[src/rtl/uart_bufstat.sv]
module uart_bufstat #(
  parameter int W = 8
) (
  input  logic         clk,
  input  logic         rst_n,
  input  logic         bus_rd,
  input  logic         bus_wr,
  input  logic         sel_stat,
  input  logic         sel_rxb,
  input  logic         sel_txb,
  input  logic [W-1:0] wdata,
  output logic [W-1:0] rdata,
  input  logic         rx_done,
  input  logic [W-1:0] rx_byte,
  input  logic         tx_req,
  output logic         tx_load,
  output logic [W-1:0] tx_byte,
  output logic         irq_rx,
  output logic         irq_tx
);

  logic         rx_full, tx_empty, ovr;
  logic         arm_rf, arm_te, arm_ov;
  logic [W-1:0] rxbuf, txbuf;

  logic rd_stat, rd_rxb, wr_txb;
  logic full_eff, ovr_eff, rx_take, rx_ovr, tx_take;

  assign rd_stat  = bus_rd & sel_stat;
  assign rd_rxb   = bus_rd & sel_rxb & ~sel_stat;
  assign wr_txb   = bus_wr & sel_txb;

  assign full_eff = rx_full & ~(rd_rxb & arm_rf);
  assign ovr_eff  = ovr & ~(rd_rxb & arm_ov);
  assign rx_take  = rx_done & ~ovr_eff & ~full_eff;
  assign rx_ovr   = rx_done & ~ovr_eff & full_eff;

  assign tx_load  = tx_req & ~tx_empty;
  assign tx_take  = wr_txb & tx_empty & arm_te;
  assign tx_byte  = txbuf;

  always_comb begin
    rdata = '0;
    if (rd_stat)     rdata = {{(W-3){1'b0}}, ovr, tx_empty, rx_full};
    else if (rd_rxb) rdata = rxbuf;
  end

  always_ff @(posedge clk) begin
    if (!rst_n) begin
      rx_full  <= 1'b0;
      ovr      <= 1'b0;
      tx_empty <= 1'b1;
      arm_rf   <= 1'b0;
      arm_ov   <= 1'b0;
      arm_te   <= 1'b0;
      rxbuf    <= '0;
      txbuf    <= '0;
      irq_rx   <= 1'b0;
      irq_tx   <= 1'b0;
    end else begin
      rx_full <= full_eff | rx_take;
      ovr     <= ovr_eff | rx_ovr;
      irq_rx  <= rx_take | rx_ovr;
      irq_tx  <= tx_load;
      if (rx_take) rxbuf <= rx_byte;
      if (tx_take) txbuf <= wdata;
      if (tx_load)      tx_empty <= 1'b1;
      else if (tx_take) tx_empty <= 1'b0;
      if (rd_stat) begin
        arm_rf <= rx_full;
        arm_ov <= ovr;
        arm_te <= tx_empty;
      end else begin
        if (rd_rxb) begin
          arm_rf <= 1'b0;
          arm_ov <= 1'b0;
        end
        if (wr_txb) arm_te <= 1'b0;
      end
    end
  end

endmodule

[config.mk]
export PLATFORM = sky130hd
export DESIGN_NAME = uart_bufstat
export DESIGN_NICKNAME = d
export VERILOG_FILES = /design/src/rtl/uart_bufstat.sv
export SDC_FILE = /design/constraint.sdc
export NUM_CORES = 1
export LEC_CHECK = 0
export BUFFER_PORTS_ARGS = -buffer_cell sky130_fd_sc_hd__buf_2
export CORE_MARGIN = 5
export CORE_UTILIZATION = 40
export CTS_CLUSTER_DIAMETER = 60
export DETAILED_ROUTE_END_ITERATION = 12
export PLACE_DENSITY = 0.69
export SYNTH_ARGS = -nofsm -noshare
export SYNTH_HDL_FRONTEND = slang
export SYNTH_SLANG_ARGS = --single-unit
[constraint.sdc]
create_clock -name clk -period 4 [get_ports clk]
set_input_delay 1.2 -clock clk [delete_from_list [all_inputs] [get_ports clk]]
set_output_delay 1.2 -clock clk [all_outputs]
set_load 0.01 [all_outputs]
==> out/metrics.yaml <==
wl_per_cell_um: 12.4
finalNonFillerCells: 183
slew-limit-headroom_pct: 61.6
crit_required_ns: 2.80
ys_warn_count: 0
status: "completed"
cap_violations: 0
dr.pass1.iters: 4
synthSimpleGateAreaFrac_pct: 26.2
cts_buffer_depth: 2
port-buffer-count: 43
area_growth_syn_to_layout_pct: 26.0
initial_utilization_pct: 42.1
cts_setup_buffers: 0
min-delay-start: "rxbuf[4]$_SDFFE_PN0P_"
core_mm2: 0.00250
cts.sinks: 24
syn_nets: 137
synth_top_family_by_area: "simple AND/OR/NAND/NOR gates"
fp.dieW_um: 61.3
critical_path_class: "in -> out"
drt_iter0_markers: 18
antennaDiodeCount: 0
grt_usage_pct: 12.8
grt_first_pass_wirelength_um: 3570
hold_class: "reg -> reg"
worst_clock_skew_ns: 0.00322
nNetsFinal: 179
final_common_cell: "buf_2"
p_per_area_mw_per_mm2: 369
ios: 44
setup_viol: 0
grt_pass1_vias: 868
place.detailed.hpwl_um: 1670
synthXorXnorAreaFrac_pct: 0
grt_overflow: 0
fmaxAchievable_mhz: 291
crit_fanout: 11
die_area_mm2: 0.00376
tns_ns: 0
cts_tree: "done"
rsz0062_at_grt: "no"
slew_violations: 0
postRouteWirelength_um: 2280
drcViolationCount: 0
avgSynthCellArea_um2: 9.40
synth_cells: 112
hold_end: "rxbuf[4]$_SDFFE_PN0P_"
synthAdderAreaFrac_pct: 0
synth_compound_area_share_pct: 17.2
numCtsBuffers: 3
num_vias: 912
via_per_inst: 4.98
antenna_found_initial: 0
final_util_pct: 53.1
ant_nets: 0
die_h_um: 61.3
grt_max_degree: 33
rr_endpoint: "rxbuf[1]$_SDFFE_PN0P_"
hold_buffers: 0
netlist_area_mm2: 0.00105
htreeDepth: 1
post-route-min-period_ns: 3.43
cp-end-kind: "output port"
fillCellCount: 242
ys_seq_area_share_pct: 45.7
row_count: 18
ff2ff_setup_slack_ns: 2.56
gp_congestion: 0.841
start_kind: "input pin"
min_period_over_period_pct: 85.8
final_layout_size_suffix_gt1_share_pct: 32.7
place_ws_ns: 0.552
peakVddDrop_mv: 0.303
cts_root_buf: "clkbuf_4"
leakage_uw: 0.000620
ctsResizeCount: 0
dp_cells: 179
layout_common_cells: "43 x buf_2, 33 x nand2_1, 24 x dfxtp_1"
reg2reg_depth: 3
min_path_cells: 2
synthMuxAreaShare_pct: 7.61
setup_slack_ns: 0.567
rr_startpoint: "arm_ov$_SDFFE_PN0P_"
worst_slew_pin_slew_ns: 0.576
seq_area_um2: 480
finalHoldViolations: 0
synth_cell_type_count: 21
clkLatencyLatePin_ns: 0.32
arrival_ns: 2.23
path_clk_slew_ns: 0.13
multi_input_area_um2: 537
ys_ff_latch: 24
synthesized netlist by cell type, drive strengths merged:
| library cell | number | area share [%] |
|---|---|---|
| nand2 | 33 | 12 |
| dfxtp | 24 | 46 |
| a21boi | 8 | 5.7 |
| and2 | 8 | 4.8 |
| mux2i | 8 | 7.6 |
| nor2b | 5 | 3.0 |
| a32oi | 4 | 3.3 |
| clkbuf | 4 | 1.4 |
| a32o | 3 | 2.9 |
| buf | 2 | 1.5 |
| nand4b | 2 | 4.5 |
| nor2 | 2 | 0.71 |
| o21ai | 2 | 0.95 |
| a21oi | 1 | 0.48 |
| a221oi | 1 | 2.5 |
| a22oi | 1 | 0.71 |
| and4 | 1 | 0.83 |
| inv | 1 | 0.36 |
| nand4 | 1 | 0.59 |
| o21a | 1 | 0.71 |
worst max-delay path, stage by stage:
cell and delay [ns]:
buf_2 0.22, nand2_1 0.08, nor2_1 0.39, a32o_1 0.21, buf_2 0.13
how the worst max path moves through the flow:
stage	from	end	slack, ns	cells past startpoint
after detailed placement	bus_rd	rdata[0]	0.55	5
after floorplan	sel_stat	rdata[0]	0.98	3
final	bus_rd	rdata[0]	0.57	5
after CTS	bus_rd	rdata[0]	0.53	5
after global placement	bus_rd	rdata[2]	0.62	5
after global routing	bus_rd	rdata[1]	0.46	5
kinds of logic (layout without fill, tap and decap cells):
group | Yosys count | count (layout)
AOI/OAI and AO/OA | 21 | 21
buffers and inverters | 7 | 48
DFF | 24 | 24
muxes | 8 | 8
and+or+nand+nor | 52 | 52
state kept, by name (all words and copies together) (netlist names):
signal / cells
arm_te: 1
irq_rx: 1
tx_byte: 8
arm_ov: 1
rxbuf: 8
rx_full: 1
ovr: 1
tx_empty: 1
arm_rf: 1
irq_tx: 1
cell type report:
cell class	count	area share, %
Sequential cell	24	36.2
Multi-Input combinational cell	81	40.5
Timing Repair Buffer	43	16.2
Clock buffer	3	1.70
Inverter	1	0.283
Clock inverter	1	2.26
Tap cell	30	2.83
power breakdown:
part           switching (uW)  total [uW]  internal (uW)
combinational            28.0        55.9           27.8
sequential               7.69         257            250
clock                    75.3         177            101
total                     111         490            379
metrics by stage:
stage               hold slack (ns)  instance area (um^2)  total power (uW)
CTS                           0.467                  1330               495
global route                  0.483                  1330               514
global placement              0.441                  1270               317
floorplan                     0.430                  1050               296
finish                        0.465                  1330               490
detailed placement            0.444                  1270               319
per-layer routing:
metal | wire [um] | global-route usage (%)
met2 | 1050 | 20.8
met1 | 986 | 14.9
met5 | 0 | 0
met4 | 31 | 5.88
met3 | 205 | 4.82
No activity file was read; power rests on OpenSTA's default activity.
